===== src/rtl/kpc_pkg.sv =====
package kpc_pkg;
    localparam logic [7:0] CMD_ID_RD    = 8'h80;
    localparam logic [7:0] CMD_CFG_WR   = 8'h81;
    localparam logic [7:0] CMD_STAT_RD  = 8'h82;
    localparam logic [7:0] CMD_RESET    = 8'h83;
    localparam logic [7:0] CMD_PULL_WR  = 8'h84;
    localparam logic [7:0] CMD_DIR_WR   = 8'h85;
    localparam logic [7:0] CMD_STATE_WR = 8'h86;
    localparam logic [7:0] CMD_DIR_RD   = 8'h87;
    localparam logic [7:0] CMD_STATE_RD = 8'h88;
    localparam logic [7:0] CMD_ACT_WR   = 8'h8B;
    localparam logic [7:0] CMD_ERR_RD   = 8'h8C;
    localparam logic [7:0] CMD_DEB_WR   = 8'h8F;
    localparam logic [7:0] CMD_SIZE_WR  = 8'h90;
    localparam logic [7:0] CMD_SIZE_RD  = 8'h91;
    localparam logic [7:0] CMD_CFG_RD   = 8'h92;
    localparam logic [7:0] CMD_CLK_WR   = 8'h93;
    localparam logic [7:0] CMD_CLK_RD   = 8'h94;
    localparam logic [7:0] CMD_CLOSED   = 8'hFF;

    localparam logic [7:0] RESET_KEY    = 8'hAA;

    // status bit positions
    localparam int ST_KEY   = 0;
    localparam int ST_ERR   = 3;
    localparam int ST_NOINI = 4;
    localparam int ST_PWM0  = 5;

    // error bit positions
    localparam int ER_PARAM = 0;
    localparam int ER_CMD   = 1;

    localparam logic [7:0] RV_CFG   = 8'h80;
    localparam logic [7:0] RV_STAT  = 8'h10;
    localparam logic [7:0] RV_ACT   = 8'd125;
    localparam logic [7:0] RV_DEB   = 8'd3;
    localparam logic [7:0] RV_SIZE  = 8'h33;
    localparam logic [7:0] RV_CLK   = 8'h08;
endpackage


===== src/rtl/kpc_param_check.sv =====
module kpc_param_check
    import kpc_pkg::*;
#(
    parameter int IDX_W    = 4,
    parameter int DIM_MIN  = 3,
    parameter int LO_MAX   = 12,
    parameter int HI_MAX   = 8
) (
    input  logic [7:0]       cmd,
    input  logic [IDX_W-1:0] idx,
    input  logic [7:0]       data,
    output logic             accepts,
    output logic             bad_par,
    output logic             closes
);
    localparam logic [3:0] NIB_MIN = 4'(DIM_MIN);
    localparam logic [3:0] NIB_LO  = 4'(LO_MAX);
    localparam logic [3:0] NIB_HI  = 4'(HI_MAX);

    logic [3:0] lo_nib, hi_nib;
    assign lo_nib = data[3:0];
    assign hi_nib = data[7:4];

    always_comb begin
        accepts = 1'b1;
        bad_par = 1'b0;
        closes  = 1'b1;
        case (cmd)
            CMD_CFG_WR, CMD_ACT_WR: ;
            CMD_RESET:   bad_par = (data != RESET_KEY);
            CMD_PULL_WR, CMD_DIR_WR, CMD_STATE_WR:
                closes = (idx != '0);
            CMD_DEB_WR:  bad_par = (data == 8'h00);
            CMD_SIZE_WR: bad_par = (lo_nib < NIB_MIN) || (lo_nib > NIB_LO) ||
                                   (hi_nib < NIB_MIN) || (hi_nib > NIB_HI);
            CMD_CLK_WR:  bad_par = data[1] ^ data[0];
            CMD_CLOSED: begin
                bad_par = 1'b1;
                closes  = 1'b0;
            end
            default: begin
                accepts = 1'b0;
                closes  = 1'b0;
            end
        endcase
    end
endmodule


===== src/rtl/kpc_read_mux.sv =====
module kpc_read_mux
    import kpc_pkg::*;
#(
    parameter int          IDX_W   = 4,
    parameter logic [15:0] CHIP_ID = 16'h0400
) (
    input  logic [7:0]       cmd,
    input  logic [IDX_W-1:0] idx,
    input  logic [7:0]       stat,
    input  logic [7:0]       err,
    input  logic [7:0]       cfg,
    input  logic [7:0]       size,
    input  logic [7:0]       clk_set,
    input  logic [15:0]      dir,
    input  logic [15:0]      state,
    output logic [7:0]       data,
    output logic             known
);
    function automatic logic [7:0] pick(input logic [15:0] w, input logic [IDX_W-1:0] i);
        if (i == '0)                   return w[7:0];
        else if (i == IDX_W'(1))       return w[15:8];
        else                           return 8'h00;
    endfunction

    always_comb begin
        known = 1'b1;
        data  = 8'h00;
        case (cmd)
            CMD_ID_RD:    data = pick(CHIP_ID, idx);
            CMD_STAT_RD:  data = stat;
            CMD_DIR_RD:   data = pick(dir, idx);
            CMD_STATE_RD: data = pick(state, idx);
            CMD_ERR_RD:   data = err;
            CMD_SIZE_RD:  data = size;
            CMD_CFG_RD:   data = {4'h0, cfg[3:0]};
            CMD_CLK_RD:   data = {clk_set[7:2], 2'b10};
            default:      known = 1'b0;
        endcase
    end
endmodule


===== src/rtl/kpc_frontend.sv =====
module kpc_frontend
    import kpc_pkg::*;
#(
    parameter int          CNT_W   = 4,
    parameter logic [15:0] CHIP_ID = 16'h0400,
    parameter int          DIM_MIN = 3,
    parameter int          LO_MAX  = 12,
    parameter int          HI_MAX  = 8,
    parameter int          N_PWM   = 3
) (
    input  logic             clk,
    input  logic             rst_n,
    input  logic             wr_start,
    input  logic             rd_start,
    input  logic             wr_valid,
    input  logic [7:0]       wr_byte,
    input  logic             rd_strobe,
    output logic [7:0]       rd_byte,
    input  logic             key_evt,
    input  logic [N_PWM-1:0] pwm_done,
    output logic             irq_n,
    output logic             fifo_flush,
    output logic [7:0]       cfg_reg,
    output logic [7:0]       act_time,
    output logic [7:0]       debounce,
    output logic [7:0]       key_size,
    output logic [7:0]       clk_cfg,
    output logic [15:0]      gpio_pull,
    output logic [15:0]      gpio_dir,
    output logic [15:0]      gpio_state
);
    localparam logic [CNT_W-1:0] CNT_MAX = '1;
    localparam int PAD_W = 8 - ST_PWM0 - N_PWM;

    typedef struct packed {
        logic [CNT_W-1:0] cnt;
        logic [7:0]       cmd;
        logic [7:0]       stat;
        logic [7:0]       err;
        logic [7:0]       cfg;
        logic [7:0]       act;
        logic [7:0]       deb;
        logic [7:0]       size;
        logic [7:0]       clk_set;
        logic [15:0]      pull;
        logic [15:0]      dir;
        logic [15:0]      state;
        logic             flush;
    } core_t;

    core_t core_d, core_q;

    logic [CNT_W-1:0] par_idx;
    logic             wr_accepts, wr_bad, wr_closes;
    logic [7:0]       mux_data;
    logic             mux_known;
    logic [7:0]       evt_bits;

    assign par_idx = core_q.cnt - CNT_W'(1);

    kpc_param_check #(
        .IDX_W  (CNT_W),
        .DIM_MIN(DIM_MIN),
        .LO_MAX (LO_MAX),
        .HI_MAX (HI_MAX)
    ) i_check (
        .cmd    (core_q.cmd),
        .idx    (par_idx),
        .data   (wr_byte),
        .accepts(wr_accepts),
        .bad_par(wr_bad),
        .closes (wr_closes)
    );

    kpc_read_mux #(
        .IDX_W  (CNT_W),
        .CHIP_ID(CHIP_ID)
    ) i_rdmux (
        .cmd    (core_q.cmd),
        .idx    (core_q.cnt),
        .stat   (core_q.stat),
        .err    (core_q.err),
        .cfg    (core_q.cfg),
        .size   (core_q.size),
        .clk_set(core_q.clk_set),
        .dir    (core_q.dir),
        .state  (core_q.state),
        .data   (mux_data),
        .known  (mux_known)
    );

    generate
        if (PAD_W > 0) begin : g_pad
            assign evt_bits = {{PAD_W{1'b0}}, pwm_done, 4'b0000, key_evt};
        end else begin : g_nopad
            assign evt_bits = {pwm_done, 4'b0000, key_evt};
        end
    endgenerate

    always_comb begin
        logic [CNT_W-1:0] cnt_inc;
        logic             raise_par, raise_cmd;
        core_d    = core_q;
        core_d.flush = 1'b0;
        raise_par = 1'b0;
        raise_cmd = 1'b0;
        cnt_inc   = (core_q.cnt == CNT_MAX) ? core_q.cnt : core_q.cnt + CNT_W'(1);

        if (wr_start || rd_start) begin
            core_d.cnt = '0;
        end else if (wr_valid) begin
            core_d.cnt = cnt_inc;
            if (core_q.cnt == '0) begin
                core_d.cmd = wr_byte;
            end else if (!wr_accepts) begin
                raise_cmd = 1'b1;
            end else begin
                raise_par = wr_bad;
                case (core_q.cmd)
                    CMD_CFG_WR: begin
                        core_d.cfg   = wr_byte;
                        core_d.stat  = 8'h00;
                        core_d.flush = 1'b1;
                    end
                    CMD_RESET: begin
                        if (!wr_bad) begin
                            core_d.cfg     = RV_CFG;
                            core_d.stat    = RV_STAT;
                            core_d.act     = RV_ACT;
                            core_d.deb     = RV_DEB;
                            core_d.size    = RV_SIZE;
                            core_d.clk_set = RV_CLK;
                        end
                    end
                    CMD_PULL_WR:
                        core_d.pull = (par_idx == '0) ? {8'h00, wr_byte}
                                                      : core_q.pull | {wr_byte, 8'h00};
                    CMD_DIR_WR:
                        core_d.dir = (par_idx == '0) ? {8'h00, wr_byte}
                                                     : core_q.dir | {wr_byte, 8'h00};
                    CMD_STATE_WR:
                        core_d.state = (par_idx == '0) ? {8'h00, wr_byte}
                                                       : core_q.state | {wr_byte, 8'h00};
                    CMD_ACT_WR:  core_d.act     = wr_byte;
                    CMD_DEB_WR:  core_d.deb     = wr_byte;
                    CMD_SIZE_WR: core_d.size    = wr_byte;
                    CMD_CLK_WR:  core_d.clk_set = wr_byte;
                    default: ;
                endcase
                if (wr_closes) core_d.cmd = CMD_CLOSED;
            end
        end else if (rd_strobe) begin
            core_d.cnt = cnt_inc;
            if (!mux_known) begin
                raise_cmd = 1'b1;
            end else if (core_q.cmd == CMD_STAT_RD && !core_q.stat[ST_NOINI]) begin
                core_d.stat = 8'h00;
            end
        end

        if (raise_par) core_d.err[ER_PARAM] = 1'b1;
        if (raise_cmd) core_d.err[ER_CMD]   = 1'b1;
        if (raise_par || raise_cmd) core_d.stat[ST_ERR] = 1'b1;
        core_d.stat = core_d.stat | evt_bits;
    end

    always_ff @(posedge clk or negedge rst_n) begin
        if (!rst_n) begin
            core_q.cnt     <= '0;
            core_q.cmd     <= CMD_CLOSED;
            core_q.stat    <= RV_STAT;
            core_q.err     <= 8'h00;
            core_q.cfg     <= RV_CFG;
            core_q.act     <= RV_ACT;
            core_q.deb     <= RV_DEB;
            core_q.size    <= RV_SIZE;
            core_q.clk_set <= RV_CLK;
            core_q.pull    <= 16'h0000;
            core_q.dir     <= 16'h0000;
            core_q.state   <= 16'h0000;
            core_q.flush   <= 1'b0;
        end else begin
            core_q <= core_d;
        end
    end

    assign rd_byte    = mux_data;
    assign irq_n      = (core_q.stat == 8'h00);
    assign fifo_flush = core_q.flush;
    assign cfg_reg    = core_q.cfg;
    assign act_time   = core_q.act;
    assign debounce   = core_q.deb;
    assign key_size   = core_q.size;
    assign clk_cfg    = core_q.clk_set;
    assign gpio_pull  = core_q.pull;
    assign gpio_dir   = core_q.dir;
    assign gpio_state = core_q.state;

    // A byte under the closed command must raise the bad-parameter flag and the error status.
    assert_closed_surplus_R2: assert property (@(posedge clk) disable iff (!rst_n)
        (wr_valid && !wr_start && !rd_start && core_q.cnt != '0 && core_q.cmd == CMD_CLOSED)
        |=> (core_q.err[ER_PARAM] && !irq_n));

    // The not-initialised flag survives a status read.
    assert_noinit_kept_R6: assert property (@(posedge clk) disable iff (!rst_n)
        (rd_strobe && !wr_start && !rd_start && !wr_valid &&
         core_q.cmd == CMD_STAT_RD && core_q.stat[ST_NOINI])
        |=> core_q.stat[ST_NOINI]);

    // The flush pulse never lasts longer than one cycle.
    assert_flush_single_R13: assert property (@(posedge clk) disable iff (!rst_n)
        fifo_flush |=> !fifo_flush);

    // Any new error bit comes with the error status bit.
    assert_err_sets_status_R11: assert property (@(posedge clk) disable iff (!rst_n)
        !$stable(core_q.err) |-> core_q.stat[ST_ERR]);

    // The high byte of a GPIO word closes its command.
    assert_gpio_closes_R10: assert property (@(posedge clk) disable iff (!rst_n)
        (wr_valid && !wr_start && !rd_start && core_q.cnt == CNT_W'(2) &&
         (core_q.cmd == CMD_DIR_WR || core_q.cmd == CMD_PULL_WR || core_q.cmd == CMD_STATE_WR))
        |=> core_q.cmd == CMD_CLOSED);
endmodule


===== config.mk =====
export PLATFORM = sky130hd
export DESIGN_NAME = kpc_frontend
export DESIGN_NICKNAME = d
export VERILOG_FILES = /design/src/rtl/kpc_pkg.sv /design/src/rtl/kpc_param_check.sv /design/src/rtl/kpc_read_mux.sv /design/src/rtl/kpc_frontend.sv
export SDC_FILE = /design/constraint.sdc
export NUM_CORES = 1
export LEC_CHECK = 0
export BUFFER_PORTS_ARGS = -buffer_cell sky130_fd_sc_hd__buf_2
export CAP_MARGIN = 5
export CORE_MARGIN = 1.5
export CORE_UTILIZATION = 50
export CTS_CLUSTER_SIZE = 28
export DETAILED_ROUTE_END_ITERATION = 12
export HOLD_SLACK_MARGIN = 0.05
export PLACE_DENSITY_LB_ADDON = 0.3
export SLEW_MARGIN = 20
export SYNTH_ARGS = -nofsm -noshare
export SYNTH_HDL_FRONTEND = slang
export SYNTH_SLANG_ARGS = --single-unit

===== constraint.sdc =====
create_clock -name clk -period 3.2 [get_ports clk]
set_input_delay 0.32 -clock clk [delete_from_list [all_inputs] [get_ports clk]]
set_output_delay 0.32 -clock clk [all_outputs]
set_load 0.03 [all_outputs]

==> results.ini <==
[clock_tree]
root_buffer=clkbuf_16
cts_buffers=9
clk_latency_ns=0.36
cts_htree_levels=3
cts_setup_buffers=0
cts_tree=done
clk_pin_slew_worst_paths_ns=0.07
clock-sinks=109
clockBufferDepth=2

[pwr]
p_per_area_mw_per_mm2=490
peakVddDrop_uv=290
p_leak_nw=3.15
clock_power_share_pct=37.4
combPwrFrac_pct=13.0
pwr-share-seq_pct=49.6
p_sw_share_pct=28.7
internal_power_mw=2.23
finalPower_mw=3.12
power.switching_mw=0.897

[die]
coreArea_sq_mm=0.0115
die_x_um=112
start_util_pct=51.8
die-area_sq_mm=0.0126
row_count=39
pin_count=116
chipHeight_um=112

[logic_synthesis]
synth_cells=581
syn_area_sq_mm=0.00597
synth_edf_count=0
yosys_warnings=0
seq_area_frac_synth_pct=46.2
syn_avg_cell_area_sq_um=10.3
synth-main-ff-cell=dfrtp_1
synth_cell_types=67
ys_async_sr_fraction_pct=100
synth_fp_nets=607
yosys_register_bits=109

[route]
via_per_inst=6.10
ant_nets=0
first_iter_violations=412
wire_per_inst_um=21.2
drt-pass1-iter-count=9
routed-via-count=4599
wl_mm=16.0
drc=9

[placed_design]
portBuffers=115
dpl.hpwl_mm=11.2
dp_slack_ns=0.399
placed_area_sq_mm=0.00606
place_congestion=0.973

[finish]
regMostFlops=core_q
antennaDiodeCount=0
postLayoutCellArea_sq_mm=0.00638
drive_gt1_share_pct=34.4
largest_reg_flops=20
nets=632
fillCellCount=1017
syn_to_final_growth_pct=6.90

[sta]
post-route-period-util_pct=94.9
fin_setup_tns_ns=0
finalMaxSlewViolations=0
max_freq_mhz=329
slew_headroom_pct=34.3
finalWorstSetupSlack_ns=0.162
fin_crit_ns=3.04
max_slew.worst_pin.slew_ns=0.985
finalHoldViolCount=0
setup_viol=0
skew_ns=0.00779
rsz0062_at_grt=false

[critical_path]
cp-start-kind=flop
slowest_stage=dfstp_2
worstSetupEndpointType=output port
critPathKind=flop to output port
path_delay_family=simple AND/OR/NAND/NOR gates
arrival_ns=2.72
critPathBufInv=1
cp_cell_sequence=nor3b_2, nand3_1, nor2_1, a221o_1, or3_1, buf_2
required_ns=2.88
path_max_fanout=8
cp_slowest_stage_delay_ns=0.57

[global_routing]
antenna_found_initial=0
first_global_vias=4322
grt_overflow_total=0
grt_pass1_wl_mm=24.9
track_usage_pct=25.9
grt_max_degree=85

[run_status]
status=complete, but fails checks
violations=design-rule violations

[worst_hold_path]
hp-class=input pin to asynchronous set/reset pin

[flow_run]
maxCapViolCount=0

[metal layers]
layer / up-vias / part of all wire [%] / GRT usage, %
met5: - / 0 / 0
met4: 0 / 3.4 / 12.2
met3: 36 / 6.9 / 3.73
met2: 215 / 45 / 39.4
met1: 2296 / 44 / 36.9
li1: 2052 / - / -
[power groups by stage]
stage,clock [mW],combinational [mW],sequential [mW]
floorplan,0,0.336,1.51
global placement,0,0.397,1.57
detailed placement,0,0.402,1.57
CTS,1.19,0.404,1.55
global route,1.24,0.439,1.56
finish,1.17,0.406,1.55
[metrics by stage]
step	hold WS, ns	utilization, %	cells
floorplan	0.0244	-	581
global placement	0.456	52.6	738
detailed placement	0.451	52.6	738
CTS	0.127	55.3	754
global route	0.0861	55.4	754
finish	0.0123	55.4	754
[area by class of cell]
type / count / area (sq um) / share of cell area (%)
Clock buffer: 11 / 243 / 3.81
Inverter: 13 / 48.8 / 0.765
Clock inverter: 5 / 66.3 / 1.04
Sequential cell: 109 / 2760 / 43.2
Timing Repair Buffer: 129 / 687 / 10.8
Multi-Input combinational cell: 344 / 2400 / 37.6
Tap cell: 143 / 179 / 2.81
[final timing paths]
path                        startpoint             to  slack, ns  depth (start not counted)
max in group asynchronous        rst_n  gpio_pull[13]       2.46                          2
hold reg to reg             core_q[90]     core_q[90]       0.47                          1
min in group clk           pwm_done[2]    core_q[104]       0.13                          2
setup reg to reg           core_q[113]    debounce[5]       0.32                          8
setup / recovery           core_q[112]     rd_byte[2]       0.16                          6
hold / removal                   rst_n     clk_cfg[5]       0.01                          1
[synthesized netlist by cell type (3+ instances only)]
library cell | number | area [sq um]
buf_4 | 89 | 668
dfrtp_1 | 86 | 2150
nor2_1 | 48 | 180
a21oi_1 | 34 | 170
nand2_1 | 32 | 120
dfstp_2 | 23 | 604
mux2_2 | 23 | 259
clkbuf_1 | 22 | 82.6
o21ai_0 | 18 | 90.1
o22a_1 | 15 | 131
a22o_1 | 13 | 114
a22oi_1 | 13 | 97.6
nand3_1 | 13 | 65.1
inv_1 | 12 | 45.0
mux2i_1 | 10 | 100
nor3_1 | 9 | 45.0
o22ai_1 | 9 | 56.3
ha_1 | 8 | 100
nand2b_1 | 6 | 37.5
nand4_1 | 5 | 31.3
a21o_1 | 4 | 30.0
a221o_1 | 4 | 40.0
a2bb2oi_1 | 4 | 35.0
nor2b_1 | 4 | 25.0
nor3_2 | 4 | 40.0
or2_2 | 4 | 25.0
a221oi_1 | 3 | 26.3
a31oi_1 | 3 | 18.8
and2_1 | 3 | 18.8
o211ai_1 | 3 | 22.5
o221ai_1 | 3 | 26.3
or4b_2 | 3 | 30.0
xnor2_1 | 3 | 26.3
[logic make-up (layout without fill, tap and decap cells)]
group | after synthesis | after routing | synth area share [%]
AND/OR/NAND/NOR | 155 | 155 | 14.3
adder cells (fa/ha/maj) | 8 | 8 | 1.68
flip-flops | 109 | 109 | 46.2
XOR/XNOR | 3 | 3 | 0.440
AO/OA/AOI/OAI | 143 | 143 | 17.2
buffers and inverters | 128 | 158 | 13.8
multiplexers | 35 | 35 | 6.40
[placed cells by master, fill, tap and decap left out, types with 4 or more instances in the layout]
| cell | count |
|---|---|
| a2bb2oi_1 | 4 |
| nand2_1 | 32 |
| nand3_1 | 13 |
| o22ai_1 | 9 |
| nor2_1 | 48 |
| dfrtp_1 | 86 |
| a221o_1 | 4 |
| nor3_1 | 9 |
| buf_4 | 14 |
| o22a_1 | 15 |
| mux2_2 | 23 |
| clkbuf_16 | 9 |
| nor3_2 | 4 |
| nand2b_1 | 6 |
| buf_2 | 114 |
| a22o_1 | 13 |
| a21oi_1 | 34 |
| o21ai_0 | 18 |
| ha_1 | 8 |
| mux2i_1 | 10 |
| or2_2 | 4 |
| inv_1 | 12 |
| nor2b_1 | 4 |
| a22oi_1 | 13 |
| dfstp_2 | 23 |
| a21o_1 | 4 |
| nand4_1 | 5 |
[timing repair]
action / 4_1_cts / 5_1_grt
setup endpoints to repair: 0 / 1
gates resized for setup: 0 / 1
hold buffers: 0 / 0
Note: power is estimated with default switching activity, not from simulation.
